File: src/rtl/lfpwm_pkg.sv
package lfpwm_pkg;

  typedef enum logic [1:0] {
    ADDR_CTRL = 2'd0,
    ADDR_CYC  = 2'd1,
    ADDR_LOW  = 2'd2,
    ADDR_RSVD = 2'd3
  } addr_e;

  // Bit 0 enable, bit 1 invert, bits 3:2 prescaler select
  typedef struct packed {
    logic [1:0] psel;
    logic       inv;
    logic       en;
  } ctrl_t;

  // log2 of the division ratio for each prescaler select code
  function automatic int unsigned div_shift(logic [1:0] sel);
    case (sel)
      2'd0:    return 0;
      2'd1:    return 4;
      2'd2:    return 8;
      default: return 11;
    endcase
  endfunction

  // Terminal value of the prescaler counter (ratio minus one)
  function automatic logic [31:0] pre_limit(logic [1:0] sel);
    return (32'd1 << div_shift(sel)) - 32'd1;
  endfunction

  // Output level from run state, phase and polarity
  function automatic logic out_level(logic en, logic high_phase, logic inv);
    return (en & high_phase) ^ inv;
  endfunction

endpackage

File: src/rtl/lfpwm_regs.sv
module lfpwm_regs
  import lfpwm_pkg::*;
#(
  parameter int CNT_W = 24
) (
  input  logic                 clk,
  input  logic                 rst_n,
  input  logic                 wr_en,
  input  logic [1:0]           wr_addr,
  input  logic [CNT_W-1:0]     wr_data,
  output ctrl_t                ctrl_q,
  output logic [CNT_W-1:0]     cyc_q,
  output logic [CNT_W-1:0]     low_q
);

  localparam int CTRL_W = $bits(ctrl_t);

  logic ctrl_hit, cyc_hit, low_hit, cyc_ok;

  assign ctrl_hit = wr_en && (addr_e'(wr_addr) == ADDR_CTRL);
  assign cyc_hit  = wr_en && (addr_e'(wr_addr) == ADDR_CYC);
  assign low_hit  = wr_en && (addr_e'(wr_addr) == ADDR_LOW);
  // The cycle length is locked while the counter runs
  assign cyc_ok   = cyc_hit && !ctrl_q.en;

  always_ff @(posedge clk) begin
    if (!rst_n) begin
      ctrl_q <= '0;
      cyc_q  <= '0;
      low_q  <= '0;
    end else begin
      if (ctrl_hit) ctrl_q <= ctrl_t'(wr_data[CTRL_W-1:0]);
      if (cyc_ok)   cyc_q  <= wr_data;
      if (low_hit)  low_q  <= wr_data;
    end
  end

endmodule

File: src/rtl/lfpwm_prescaler.sv
module lfpwm_prescaler
  import lfpwm_pkg::*;
#(
  parameter int PRE_W = 11
) (
  input  logic       clk,
  input  logic       rst_n,
  input  logic       run,
  input  logic [1:0] psel,
  output logic       tick
);

  logic [PRE_W-1:0] div_q;
  logic [PRE_W-1:0] limit;

  assign limit = PRE_W'(pre_limit(psel));
  // ">=" keeps the divider safe if the ratio is lowered mid-count
  assign tick  = run && (div_q >= limit);

  always_ff @(posedge clk) begin
    if (!rst_n || !run) begin
      div_q <= '0;
    end else if (tick) begin
      div_q <= '0;
    end else begin
      div_q <= div_q + 1'b1;
    end
  end

endmodule

File: src/rtl/lfpwm_core.sv
module lfpwm_core #(
  parameter int CNT_W = 24
) (
  input  logic             clk,
  input  logic             rst_n,
  input  logic             run,
  input  logic             tick,
  input  logic [CNT_W-1:0] cyc,
  input  logic [CNT_W-1:0] low_req,
  output logic [CNT_W-1:0] cnt_q,
  output logic [CNT_W-1:0] low_act_q,
  output logic             wrap,
  output logic             high_phase
);

  assign wrap       = run && tick && (cnt_q == cyc);
  assign high_phase = (cnt_q >= low_act_q);

  always_ff @(posedge clk) begin
    if (!rst_n || !run) begin
      cnt_q <= '0;
    end else if (wrap) begin
      cnt_q <= '0;
    end else if (tick) begin
      cnt_q <= cnt_q + 1'b1;
    end
  end

  // Low time in use: follows the register while stopped, reloads at each wrap
  always_ff @(posedge clk) begin
    if (!rst_n) begin
      low_act_q <= '0;
    end else if (!run || wrap) begin
      low_act_q <= low_req;
    end
  end

endmodule

File: src/rtl/lowfirst_pwm.sv
module lowfirst_pwm
  import lfpwm_pkg::*;
#(
  parameter int CNT_W = 24,
  parameter int PRE_W = 11
) (
  input  logic             clk,
  input  logic             rst_n,
  input  logic             wr_en,
  input  logic [1:0]       wr_addr,
  input  logic [CNT_W-1:0] wr_data,
  output logic             pwm_out
);

  ctrl_t            ctrl_q;
  logic [CNT_W-1:0] cyc_q;
  logic [CNT_W-1:0] low_q;
  logic [CNT_W-1:0] cnt_q;
  logic [CNT_W-1:0] low_act_q;
  logic             en_q;
  logic             inv_q;
  logic             tick;
  logic             wrap;
  logic             high_phase;

  assign en_q  = ctrl_q.en;
  assign inv_q = ctrl_q.inv;

  lfpwm_regs #(.CNT_W(CNT_W)) regs_i (
    .clk     (clk),
    .rst_n   (rst_n),
    .wr_en   (wr_en),
    .wr_addr (wr_addr),
    .wr_data (wr_data),
    .ctrl_q  (ctrl_q),
    .cyc_q   (cyc_q),
    .low_q   (low_q)
  );

  lfpwm_prescaler #(.PRE_W(PRE_W)) pre_i (
    .clk   (clk),
    .rst_n (rst_n),
    .run   (en_q),
    .psel  (ctrl_q.psel),
    .tick  (tick)
  );

  lfpwm_core #(.CNT_W(CNT_W)) core_i (
    .clk        (clk),
    .rst_n      (rst_n),
    .run        (en_q),
    .tick       (tick),
    .cyc        (cyc_q),
    .low_req    (low_q),
    .cnt_q      (cnt_q),
    .low_act_q  (low_act_q),
    .wrap       (wrap),
    .high_phase (high_phase)
  );

  assign pwm_out = out_level(en_q, high_phase, inv_q);

endmodule

File: config.mk
export PLATFORM = sky130hd
export DESIGN_NAME = lowfirst_pwm
export DESIGN_NICKNAME = d
export VERILOG_FILES = /design/src/rtl/lfpwm_pkg.sv /design/src/rtl/lfpwm_regs.sv /design/src/rtl/lfpwm_prescaler.sv /design/src/rtl/lfpwm_core.sv /design/src/rtl/lowfirst_pwm.sv
export SDC_FILE = /design/constraint.sdc
export NUM_CORES = 1
export LEC_CHECK = 0
export BUFFER_PORTS_ARGS = -buffer_cell sky130_fd_sc_hd__clkbuf_2
export CORE_UTILIZATION = 45
export CTS_CLUSTER_DIAMETER = 50
export DETAILED_ROUTE_END_ITERATION = 10
export HOLD_SLACK_MARGIN = 0.03
export PLACE_DENSITY_LB_ADDON = 0.25
export SKIP_CTS_REPAIR_TIMING = 1
export SYNTH_ARGS = -nofsm -noshare
export SYNTH_HDL_FRONTEND = slang
export SYNTH_SLANG_ARGS = --single-unit
File: constraint.sdc
create_clock -name clk -period 3.2 [get_ports clk]
set_input_delay 0.32 -clock clk [delete_from_list [all_inputs] [get_ports clk]]
set_output_delay 0.32 -clock clk [all_outputs]
set_load 0.02 [all_outputs]
Word-level counts from Yosys, hierarchy flattened --
Index checks and enable logic that the tools add are counted.
Operators by class: $add $sub $neg 3, $lt $le $gt $ge 2, eq/ne operators 5, shift-type cells 1, mux-type cells 1, bitwise logic cells 2, reductions and logical operators 15
Operators by type and width (count):
- 24-bit by 1-bit adder with 24-bit output, second input constant | 1
- 24-bit equality test | 1
- 24-bit greater-or-equal comparator | 1
- 4-bit one-hot mux with 3 select lines | 1
- 11-bit by 1-bit adder with 11-bit output, second input constant | 1
- 11-bit greater-or-equal comparator | 1
- 1-bit by 4-bit << shifter with 11-bit output, first input constant | 1
- 11-bit by 1-bit subtractor with 11-bit output, second input constant | 1
- 1-bit logical AND | 7
- 2-bit by 1-bit equality test with 1-bit output, second input constant | 2
- 2-bit equality test, second input constant | 2
- 2-bit logical NOT | 2
- 2-bit OR reduction | 2
- 1-bit logical NOT | 2
- 1-bit logical OR | 2
- 1-bit AND | 1
- 1-bit XOR | 1
Word-level totals: register bits after elaboration 111, output and inout port bits 1, word-level logic and storage cells 37

Logic depth before layout (Yosys ltp) --
Gate-level depths: netlist of the first run.
word-level depth 9, mapped depth 11, gate-level depth less buffers 9

Hierarchy --
A second synthesis of the first run with hierarchy kept.
Second synthesis, totals: cells, all modules 593, area total of the unflattened synthesis 5572.8 µm²
Modules (own cells, without submodules):
- lfpwm_core | instances 1, cells each 314, area each 2757.6 µm²
- lfpwm_regs | instances 1, cells each 197, area each 2008.2 µm²
- lfpwm_prescaler | instances 1, cells each 80, area each 794.5 µm²
- lowfirst_pwm | instances 1, cells each 2, area each 12.5 µm²

Worst setup path after synthesis of the first run --
Ideal clock, no wire load.
path type register to register, start point register regs_i.ctrl_q[3] (netlist name), end point register core_i.cnt_q[20], library setup time 0.070 ns, data arrival time 2.194 ns, slack 0.936 ns, cell stages (with the launch flop) 11, path buffers 1, cell sequence dfxtp_1 nor2_1 inv_1 ha_1 nand2b_1 a211oi_1 nor4_2 o211ai_1 clkbuf_1 or3_2 a21oi_1
Between the ends: cells in the longest elaborated chain, start to end 9, elaborated cells between the ends (all ways) 11, those cells by class 1 x add/sub; 1 x order compare; 2 x eq/ne; 1 x shift; 1 x mux; 5 x reduce/logical
Ends and longest elaborated chain:
- 2-bit equality test, or another cell as far along | RTL line lfpwm_pkg.sv:19 | case (sel)
- 4-bit one-hot mux with 3 select lines (*) | RTL line lfpwm_pkg.sv:19
- 1-bit by 4-bit << shifter with 11-bit output (*) | RTL line lfpwm_pkg.sv:29 | return (32'd1 << div_shift(sel)) - 32'd1;
- 11-bit by 1-bit subtractor with 11-bit output (*) | RTL line lfpwm_pkg.sv:29
- 11-bit greater-or-equal comparator (*) | RTL line lfpwm_prescaler.sv:18 | assign tick = run && (div_q >= limit);
- 1-bit logical AND (*) | RTL line lfpwm_prescaler.sv:18
- 1-bit logical AND (2 in series) | RTL line lfpwm_core.sv:16 | assign wrap = run && tick && (cnt_q == cyc);
- 2-bit OR reduction (no source line)
- end signal: assignment | RTL line lfpwm_core.sv:25 | cnt_q <= cnt_q + 1'b1;
- end: declaration | RTL line lfpwm_core.sv:10 | output logic [CNT_W-1:0] cnt_q,
Every way passes the cells marked *; elsewhere a longest branch is shown, timed or not. A chain may end at the register's enable or synchronous reset.

Worst setup path after layout of the first run --
start point register core_i.cnt_q[3], end point output port pwm_out
Between the ends: cells in the longest elaborated chain, start to end 3
Ends and longest elaborated chain:
- 24-bit greater-or-equal comparator | RTL line lfpwm_core.sv:17 | assign high_phase = (cnt_q >= low_act_q);
- 1-bit AND | RTL line lfpwm_pkg.sv:34 | return (en & high_phase) ^ inv;
- 1-bit XOR | RTL line lfpwm_pkg.sv:34
- end: declaration | RTL line lowfirst_pwm.sv:12 | output logic pwm_out
No other way between the ends.

==> flow_summary.json, run 1 <==
{
  "hold_path.startpoint": "wr_data[14]",
  "clk-insertion-delay-late_ps": 360,
  "timing.hold.worst.class": "input pin to flip-flop",
  "synthesis.area_sq_um": 6200,
  "antenna_cells": 0,
  "floorplan.io_pins": 30,
  "drive_gt1_frac": 0.0925,
  "grt_remaining_overflow": 0,
  "numClockSinks": 111,
  "grt_pass1_vias": 5152,
  "chip_width_um": 119,
  "design.final.nets": 807,
  "initial_core_utilization": 0.465,
  "syn-mean-instance-area_sq_um": 8.31,
  "clock.fmax_mhz": 342,
  "status": "completed",
  "synth-seq-area-share": 0.358,
  "grt_start_max_net_pins": 128,
  "area.growth.synth_to_final_pct": 8.56,
  "synth_top_cells_by_count": "sky130_fd_sc_hd__nand2_1 (118), sky130_fd_sc_hd__dfxtp_1 (111), sky130_fd_sc_hd__nand4_1 (81)",
  "core-area_sq_um": 13300,
  "finalClockSkew_ps": 8.85,
  "maximum_vdd_ir_drop_mv": 0.428,
  "grt_usage": 0.230,
  "final-max-slew-violation-count": 0,
  "tightest_slew_ps": 1230,
  "pre_repair_dr_iteration_count": 5,
  "synth_seq_cells": 111,
  "slew_headroom": 0.177,
  "report.final.setup_viol": 0,
  "via_cell_ratio": 5.95,
  "timing.hold.worst_path_depth": 3,
  "drt-initial-drc-count": 537,
  "most_frequently_used_cell_type_in_the_post_synthesis_netlist": "sky130_fd_sc_hd__nand2_1",
  "buffers_added_on_ports": 29,
  "n_fill_cell": 1304,
  "vias": 5482,
  "asyncSetResetFlopFracSynth": 0,
  "synth-edff-count": 0,
  "chipHeight_um": 119,
  "ys_top_cells_by_area": "sky130_fd_sc_hd__dfxtp_1 (36%), sky130_fd_sc_hd__nand4_1 (8.2%), sky130_fd_sc_hd__ha_1 (7.5%)",
  "layout_worst_path_cycle_share": 0.915,
  "gp_routability_congestion": 0.912,
  "route.final.wire_length_um": 15800,
  "synth_flop_cell": "sky130_fd_sc_hd__dfxtp_1",
  "finish.utilization": 0.504,
  "worst_hold_path.endpoint": "regs_i.cyc_q[14]",
  "route.antenna.remaining_nets": 0,
  "yosysUniqueCellTypes": 54,
  "yosys_warnings": 0,
  "critical_path_arrival_ps": 2610,
  "gate_count_of_the_mapped_netlist": 746,
  "first_pass_grt_wire_length_um": 25800,
  "row_count": 42,
  "dp.final_hpwl_um": 10900,
  "critPathCaptureType": "output pin",
  "tns_ps": 0,
  "worst_r2r_path_depth": 7,
  "die_area_sq_um": 14300,
  "tritoncts.num_buffers": 9,
  "synth_area_leader_cell": "sky130_fd_sc_hd__dfxtp_1",
  "start_kind": "flip-flop",
  "grt_setup_unrepaired": "false",
  "cts_tree": "done",
  "post-route-drc-count": 0,
  "static-leakage-power_nw": 2.47,
  "worstPathRequired_ps": 2880,
  "root_buffer": "sky130_fd_sc_hd__clkbuf_16",
  "max-clock-path-buffers": 2,
  "clk_pin_slew_worst_paths_ps": 70,
  "max-cap-violations": 0,
  "yosys.area.top_type_share": 0.358,
  "post_drt_wl_per_cell_um": 17.1,
  "period_needed_ps": 2930,
  "worstPathMaxFanout": 8,
  "grt_antenna_before_repair": 0,
  "post_synthesis_net_count": 812,
  "worstSetupPathType": "flip-flop to output pin",
  "reg2reg_slack_ps": 370,
  "rr_startpoint": "regs_i.ctrl_q[2]",
  "power_density_nw_per_um2": 463,
  "finalPower_w": 0.00312,
  "final-hold-violation-count": 0,
  "rr_endpoint": "core_i.cnt_q[20]",
  "ctsHtreeMaxLevel": 3
}
power breakdown:
group | internal [W] | leakage (nW) | switching (W)
Sequential | 0.00141 | 0.899 | 0.0000297
Combinational | 0.000113 | 1.39 | 0.000228
Clock | 0.000809 | 0.176 | 0.000528
cells in the final DEF, fill, tap and decap left out, drive strengths merged, types with 2 or more instances in the layout:
cell type,count
a21boi,48
nand4b,24
xnor2,6
inv,31
nor4,10
or3,12
and3,4
clkinv,2
nor2,34
o31ai,3
nand2b,2
mux2i,4
ha,37
clkbuf,39
and2,2
a21oi,27
or2,2
o2111ai,5
o211ai,4
xor2,36
nand3,19
nand4,81
nand2,118
nor2b,5
nand3b,25
or4,4
o21ai,21
and4,3
nor3,3
buf,9
a211oi,3
dfxtp,111
bufinv,3
worst max path at each step:
stage / from / end
final: core_i.cnt_q[3] / pwm_out
after global routing: core_i.low_act_q[23] / pwm_out
after CTS: core_i.cnt_q[3] / pwm_out
after detailed placement: regs_i.ctrl_q[2] / pre_i.div_q[6]
after global placement: core_i.cnt_q[7] / core_i.cnt_q[1]
after floorplan: regs_i.ctrl_q[3] / core_i.cnt_q[20]
logic make-up after synthesis:
kind of cell               Yosys count  share of synthesized area
buffers and inverters               84                     0.0619
DFF                                111                      0.358
adders and majority gates           37                     0.0747
muxes                                4                    0.00646
and+or+nand+nor                    351                      0.314
xor gates and xnor gates            42                     0.0593
AOI/OAI and AO/OA                  117                      0.126
layout make-up:
cell class,count,area (sq um),share of cell area
Clock buffer,11,253,0.0375
Tap cell,176,220,0.0327
Clock inverter,5,104,0.0154
Sequential cell,111,2220,0.330
Multi-Input combinational cell,551,3590,0.534
Timing Repair Buffer,37,220,0.0327
Inverter,31,116,0.0173
worst max-delay path, stage by stage, from the launching register on:
cell	delay [ps]
sky130_fd_sc_hd__dfxtp_1	390
sky130_fd_sc_hd__ha_1	230
sky130_fd_sc_hd__or4_1	520
sky130_fd_sc_hd__a21oi_1	150
sky130_fd_sc_hd__o21ai_0	90
sky130_fd_sc_hd__nor4b_1	140
sky130_fd_sc_hd__o21ai_0	350
sky130_fd_sc_hd__xnor2_1	170
sky130_fd_sc_hd__clkbuf_2	190
layer usage:
layer,global-route usage,up-vias,part of all wire
li1,-,2668,-
met1,0.300,2639,0.46
met2,0.379,150,0.47
met3,0.0474,25,0.054
met4,0.0719,0,0.021
met5,0,-,0
flip-flops by register name, indices dropped and copies added (netlist names):
signal	count
regs_i.ctrl_q	4
core_i.low_act_q	24
regs_i.cyc_q	24
regs_i.low_q	24
pre_i.div_q	11
core_i.cnt_q	24
metrics by stage:
stage          hold slack [ps]  setup slack, ps  instances  cell area [sq um]
6_report                   204              273        922               6730
5_1_grt                    208             75.1        922               6730
4_1_cts                    198              279        922               6730
3_5_place_dp               474              472        906               6370
3_3_place_gp               460              640        906               6370
2_1_floorplan              441              936        746               6200
(Power assumes the default switching activity.)
==> inputs of run 2 (changes only) <==
--- a/config.mk
+++ b/config.mk
@@ -5,6 +5,7 @@
 export SDC_FILE = /design/constraint.sdc
 export NUM_CORES = 1
 export LEC_CHECK = 0
+export ABC_AREA = 1
 export BUFFER_PORTS_ARGS = -buffer_cell sky130_fd_sc_hd__clkbuf_2
 export CORE_UTILIZATION = 45
 export CTS_CLUSTER_DIAMETER = 50
==> flow_summary.json, run 2 <==
{
  "finalClockSkew_ps": 8.11,
  "syn-mean-instance-area_sq_um": 6.75,
  "synth_area_leader_cell": "sky130_fd_sc_hd__dfxtp_1",
  "grt_setup_unrepaired": "false",
  "chipHeight_um": 117,
  "cts_tree": "done",
  "grt_antenna_before_repair": 0,
  "layout_cells_excl_fill": 1064,
  "max-clock-path-buffers": 2,
  "synthesis.area_sq_um": 5920,
  "drive_gt1_frac": 0.0673,
  "synth_top_family_by_area": "simple AND/OR/NAND/NOR gates",
  "synth_top_cells_by_count": "sky130_fd_sc_hd__nand2_1 (203), sky130_fd_sc_hd__nor2_1 (153), sky130_fd_sc_hd__dfxtp_1 (111)",
  "rr_startpoint": "regs_i.ctrl_q[3]",
  "synth_seq_cells": 111,
  "grt_remaining_overflow": 0,
  "drt-initial-drc-count": 228,
  "route.final.wire_length_um": 13500,
  "ctsHtreeMaxLevel": 3,
  "hold_path.startpoint": "wr_data[23]",
  "start_kind": "flip-flop",
  "power_density_nw_per_um2": 440,
  "row_count": 41,
  "vias": 5243,
  "tightest_slew_ps": 817,
  "yosys-mux-area-fraction": 0,
  "pre_repair_dr_iteration_count": 5,
  "worstSetupPathType": "flip-flop to output pin",
  "yosys.area_share.simple": 0.289,
  "final-hold-violation-count": 0,
  "maximum_vdd_ir_drop_mv": 0.404,
  "asyncSetResetFlopFracSynth": 0,
  "first_pass_grt_wire_length_um": 22900,
  "worstPathMaxFanout": 8,
  "clk_pin_slew_worst_paths_ps": 80,
  "grt_start_max_net_pins": 56,
  "route.antenna.remaining_nets": 0,
  "finalPower_w": 0.00284,
  "max-cap-violations": 0,
  "post_synth_xor_area_fraction": 0.0429,
  "compound_gate_portion_of_the_synthesized_area": 0.124,
  "die_area_sq_um": 13600,
  "chip_width_um": 117,
  "clk-insertion-delay-late_ps": 360,
  "grt_usage": 0.218,
  "synth-edff-count": 0,
  "static-leakage-power_nw": 2.78,
  "gate_count_of_the_mapped_netlist": 877,
  "synth_flop_cell": "sky130_fd_sc_hd__dfxtp_1",
  "critical_path_arrival_ps": 2140,
  "yosys_warnings": 0,
  "final-max-slew-violation-count": 0,
  "grt_pass1_vias": 4786,
  "antenna_cells": 0,
  "slew_headroom": 0.455,
  "via_cell_ratio": 4.93,
  "commonest_cells_after_routing_fill_and_taps_aside": "sky130_fd_sc_hd__nand2_1 (203), sky130_fd_sc_hd__nor2_1 (153), sky130_fd_sc_hd__dfxtp_1 (110)",
  "buffers_added_on_ports": 29,
  "post-route-drc-count": 0,
  "synth-adder-area-share": 0.0782,
  "post_synthesis_net_count": 943,
  "setup.worst_path.start": "core_i.cnt_q[17]",
  "most_frequently_used_cell_type_in_the_post_synthesis_netlist": "sky130_fd_sc_hd__nand2_1",
  "timing.hold.worst.class": "input pin to flip-flop",
  "yosys.area.top_type_share": 0.375,
  "period_needed_ps": 2460,
  "status": "completed",
  "numClockSinks": 111,
  "tns_ps": 0,
  "design.final.nets": 953,
  "yosysUniqueCellTypes": 30,
  "floorplan.io_pins": 30,
  "post_drt_wl_per_cell_um": 12.7,
  "core-area_sq_um": 12700,
  "layout_worst_path_cycle_share": 0.768,
  "ys_top_cells_by_area": "sky130_fd_sc_hd__dfxtp_1 (38%), sky130_fd_sc_hd__nand2_1 (13%), sky130_fd_sc_hd__nor2_1 (9.7%)",
  "placedCellCount": 1048,
  "tritoncts.num_buffers": 9,
  "clock.fmax_mhz": 407,
  "area.growth.synth_to_final_pct": 9.05,
  "root_buffer": "sky130_fd_sc_hd__clkbuf_16",
  "gp_routability_congestion": 0.850,
  "worstPathRequired_ps": 2880,
  "synth-seq-area-share": 0.375,
  "initial_core_utilization": 0.465,
  "report.final.setup_viol": 0,
  "most_common_cell_after_layout_fill_and_taps_aside": "sky130_fd_sc_hd__nand2_1",
  "dp.final_hpwl_um": 9710,
  "critPathCaptureType": "output pin"
}
-- run 2: cell types whose count changed after synthesis, moves of 15 or more --
cell                       previous run  this run
sky130_fd_sc_hd__a21boi_0            48         0
sky130_fd_sc_hd__nand3_1             17        40
sky130_fd_sc_hd__nand4b_1            24         0
sky130_fd_sc_hd__nand3b_1            25         2
sky130_fd_sc_hd__clkbuf_1            44        20
sky130_fd_sc_hd__o21ai_0             18        60
sky130_fd_sc_hd__nor2_1              34       153
sky130_fd_sc_hd__nand4_1             81        10
sky130_fd_sc_hd__nand2_1            118       203
sky130_fd_sc_hd__inv_1               31        90
sky130_fd_sc_hd__a21oi_1             26        80
sky130_fd_sc_hd__xor2_1              36        21
-- run 2: cells by family (layout without fill, tap and decap cells) --
| family | Yosys count | after routing |
|---|---|---|
| buf+inv | 132 | 147 |
| fa+ha+maj | 37 | 37 |
| xor+xnor | 29 | 29 |
| flops | 111 | 111 |
| simple gates | 423 | 423 |
| compound gates | 145 | 145 |
-- run 2: cell type report --
class | instances | area (sq um)
Fill cell | 1344 | 6270
Multi-Input combinational cell | 634 | 3170
Sequential cell | 111 | 2220
Inverter | 92 | 345
Clock buffer | 10 | 229
Timing Repair Buffer | 39 | 220
Tap cell | 172 | 215
Clock inverter | 6 | 52.6
-- run 2: per-layer routing --
metal	routed length, um	global-route usage	part of all wire	vias to the layer above
met5	0	0	0	-
met4	295	0.0945	0.022	0
met3	570	0.0400	0.042	21
met2	5990	0.338	0.44	105
met1	6690	0.297	0.49	2306
li1	-	-	-	2811
-- run 2: path summary, 6_finish.rpt --
| kind | endpoint | slack, ps | depth (start not counted) |
|---|---|---|---|
| worst max-delay path | pwm_out | 740 | 9 |
| worst min-delay path | regs_i.cyc_q[23] | 190 | 3 |
| worst max register to register | core_i.low_act_q[14] | 1020 | 13 |
| worst min register to register | regs_i.cyc_q[20] | 470 | 2 |
-- run 2: worst max-delay path, cell delays in order, from the launching register on --
cell,delay (ps)
sky130_fd_sc_hd__dfxtp_1,530
sky130_fd_sc_hd__ha_1,310
sky130_fd_sc_hd__a21oi_1,140
sky130_fd_sc_hd__o21ai_0,110
sky130_fd_sc_hd__a21oi_1,170
sky130_fd_sc_hd__nand4_1,160
sky130_fd_sc_hd__nand2_1,90
sky130_fd_sc_hd__nand2_1,50
sky130_fd_sc_hd__nand2_1,50
sky130_fd_sc_hd__clkbuf_2,160
-- run 2: metrics by stage --
| stage | worst slack (ps) | util | area, sq um | hold slack [ps] |
|---|---|---|---|---|
| 5_1_grt | 529 | 0.507 | 6450 | 200 |
| 3_5_place_dp | 1010 | 0.485 | 6170 | 461 |
| 3_3_place_gp | 1010 | 0.485 | 6170 | 455 |
| 4_1_cts | 704 | 0.507 | 6450 | 187 |
| 6_report | 744 | 0.507 | 6450 | 192 |
| 2_1_floorplan | 1340 | - | 5920 | 441 |
-- run 2: report_power, final --
part / total (W) / switching, W / internal (W)
logic: 0.000299 / 0.000193 / 0.000107
registers: 0.00146 / 0.0000235 / 0.00143
clock network: 0.00109 / 0.000548 / 0.000541
total: 0.00284 / 0.000764 / 0.00208
==> inputs of run 3 (changes only) <==
--- a/config.mk
+++ b/config.mk
@@ -5,7 +5,7 @@
 export SDC_FILE = /design/constraint.sdc
 export NUM_CORES = 1
 export LEC_CHECK = 0
-export ABC_AREA = 1
+export ABC_AREA = 0
 export BUFFER_PORTS_ARGS = -buffer_cell sky130_fd_sc_hd__clkbuf_2
 export CORE_UTILIZATION = 45
 export CTS_CLUSTER_DIAMETER = 50
==> constraint.sdc (replaced) <==
create_clock -name clk -period 2.5 [get_ports clk]
set_input_delay 0.25 -clock clk [delete_from_list [all_inputs] [get_ports clk]]
set_output_delay 0.25 -clock clk [all_outputs]
set_load 0.02 [all_outputs]
==> flow_summary.json, run 3 (same netlist as run 1, synthesis figures left out) <==
{
  "status": "finished with violations",
  "failed_checks": "setup timing",
  "cts_tree": "done",
  "largest_stage_delay_worst_path_ps": 540,
  "first_pass_grt_wire_length_um": 26400,
  "power_density_nw_per_um2": 532,
  "dp_worst_setup_slack_ps": -174,
  "grt_pass1_vias": 5315,
  "worstPathMaxFanout": 3,
  "tightest_slew_ps": 853,
  "buffers_added_on_ports": 29,
  "grt_antenna_before_repair": 0,
  "crit_chain": "inv_2 -> ha_4 -> or4_4 -> a21oi_4 -> o21ai_2 -> nor4b_4 -> o21ai_2 -> xnor2_2 -> buf_4",
  "final-max-slew-violation-count": 0,
  "report.final.setup_viol": 1,
  "row_count": 42,
  "chip_width_um": 119,
  "gp_routability_congestion": 0.860,
  "route.final.wire_length_um": 16200,
  "static-leakage-power_nw": 2.68,
  "die_area_sq_um": 14300,
  "final-hold-violation-count": 0,
  "grt_remaining_overflow": 0,
  "most_common_cell_after_layout_fill_and_taps_aside": "sky130_fd_sc_hd__nand2_1",
  "slew_headroom": 0.430,
  "period_needed_ps": 2640,
  "worstPathRequired_ps": 2250,
  "tritoncts.num_buffers": 9,
  "core-area_sq_um": 13300,
  "drt-initial-drc-count": 427,
  "design.final.nets": 846,
  "root_buffer": "sky130_fd_sc_hd__clkbuf_16",
  "via_cell_ratio": 5.74,
  "setup.worst_path.start": "core_i.low_act_q[7]",
  "max-cap-violations": 0,
  "cp_depth": 9,
  "route.antenna.remaining_nets": 0,
  "clk-insertion-delay-late_ps": 370,
  "setup_slack_ps": -141,
  "grt_start_max_net_pins": 125,
  "grt_setup_unrepaired": "true",
  "finalClockSkew_ps": 13.4,
  "ctsHtreeMaxLevel": 3,
  "timing.hold.worst.class": "input pin to flip-flop",
  "critPathMostFrequentCell": "sky130_fd_sc_hd__o21ai_2",
  "antenna_cells": 0,
  "commonest_cells_after_routing_fill_and_taps_aside": "sky130_fd_sc_hd__nand2_1 (118), sky130_fd_sc_hd__dfxtp_1 (100), sky130_fd_sc_hd__nand4_1 (81)",
  "clk_pin_slew_worst_paths_ps": 80,
  "grt_usage": 0.236,
  "critPathCaptureType": "output pin",
  "drive_gt1_frac": 0.175,
  "post-route-drc-count": 0,
  "worst-path-buf-inv": 2,
  "pre_repair_dr_iteration_count": 7,
  "slowest_stage_cell_on_the_critical_path": "sky130_fd_sc_hd__or4_4",
  "finalPower_w": 0.00379,
  "clock.fmax_mhz": 379,
  "worst_r2r_path_depth": 12,
  "dp.final_hpwl_um": 11300,
  "multi_input_combinational_cell_area_sq_um": 3720,
  "worstSetupPathType": "flip-flop to output pin",
  "n_fill_cell": 1265,
  "floorplan.io_pins": 30,
  "critical_path_arrival_ps": 2390,
  "final-seq-area_sq_um": 2240,
  "rr_endpoint": "core_i.low_act_q[12]",
  "area.growth.synth_to_final_pct": 14.7,
  "maximum_vdd_ir_drop_mv": 0.328,
  "tns_ps": -141,
  "hold_slack_ps": 120,
  "cp_top_family": "simple AND/OR/NAND/NOR gates",
  "numClockSinks": 111,
  "crit_end": "pwm_out",
  "reg2reg_slack_ps": 120,
  "finish.utilization": 0.533,
  "post_drt_wl_per_cell_um": 16.9,
  "initial_core_utilization": 0.465,
  "chipHeight_um": 119,
  "layout_worst_path_cycle_share": 1.06,
  "start_kind": "flip-flop",
  "max-clock-path-buffers": 2,
  "rr_startpoint": "regs_i.ctrl_q[2]",
  "vias": 5516
}
run 3: cell count changes in the layout (fill, tap and decap cells not counted), moves of 48 or more:
cell / before / now
sky130_fd_sc_hd__nor2_1: 153 / 34
sky130_fd_sc_hd__nand2_1: 203 / 118
sky130_fd_sc_hd__inv_1: 90 / 29
sky130_fd_sc_hd__a21oi_1: 80 / 25
sky130_fd_sc_hd__nand4_1: 10 / 81
sky130_fd_sc_hd__a21boi_0: 0 / 48
run 3: routing by layer:
| layer | vias up | part of all wire | track usage |
|---|---|---|---|
| li1 | 2741 | - | - |
| met5 | - | 0 | 0 |
| met3 | 28 | 0.035 | 0.0287 |
| met2 | 148 | 0.48 | 0.381 |
| met4 | 0 | 0.031 | 0.123 |
| met1 | 2599 | 0.46 | 0.307 |
run 3: how the worst min path moves through the flow:
stage / start / end / cells past startpoint / slack [ps]
final: wr_data[18] / regs_i.cyc_q[18] / 3 / 120
after global routing: wr_data[15] / regs_i.low_q[15] / 3 / 130
after CTS: wr_data[15] / regs_i.cyc_q[15] / 3 / 120
after detailed placement: regs_i.cyc_q[6] / regs_i.cyc_q[6] / 2 / 470
after global placement: pre_i.div_q[0] / pre_i.div_q[0] / 1 / 460
after floorplan: wr_data[10] / regs_i.cyc_q[10] / 2 / 390
run 3: worst register-to-register path, stage by stage, from the launching register on:
cell                       delay [ps]
sky130_fd_sc_hd__dfxtp_1          330
sky130_fd_sc_hd__buf_4            140
sky130_fd_sc_hd__nor2_1           130
sky130_fd_sc_hd__inv_1             60
sky130_fd_sc_hd__ha_1             260
sky130_fd_sc_hd__nand2b_1         150
sky130_fd_sc_hd__a211oi_2         250
sky130_fd_sc_hd__nor4_2            80
sky130_fd_sc_hd__buf_4            170
sky130_fd_sc_hd__o21ba_2          230
sky130_fd_sc_hd__buf_12           170
sky130_fd_sc_hd__nand4b_1         240
sky130_fd_sc_hd__nand4_1          120
run 3: area by class of cell:
type / count / area share
multi-input cells: 551 / 0.523
flip-flops and latches: 111 / 0.314
repair buffers: 76 / 0.0742
clock buffers: 11 / 0.0355
well taps: 176 / 0.0309
inverters: 31 / 0.0164
clock inverters: 5 / 0.00545
run 3: stage by stage:
stage,area (sq um),cells
2_1_floorplan,6200,746
3_3_place_gp,6640,939
3_5_place_dp,6640,939
4_1_cts,6930,955
5_1_grt,7120,961
6_report,7120,961
run 3: power by group:
part	internal, W	switching (W)	leakage [nW]
Clock	0.000740	0.000706	0.143
Combinational	0.000196	0.000307	1.63
Sequential	0.00181	0.0000332	0.904
Total	0.00274	0.00105	2.68
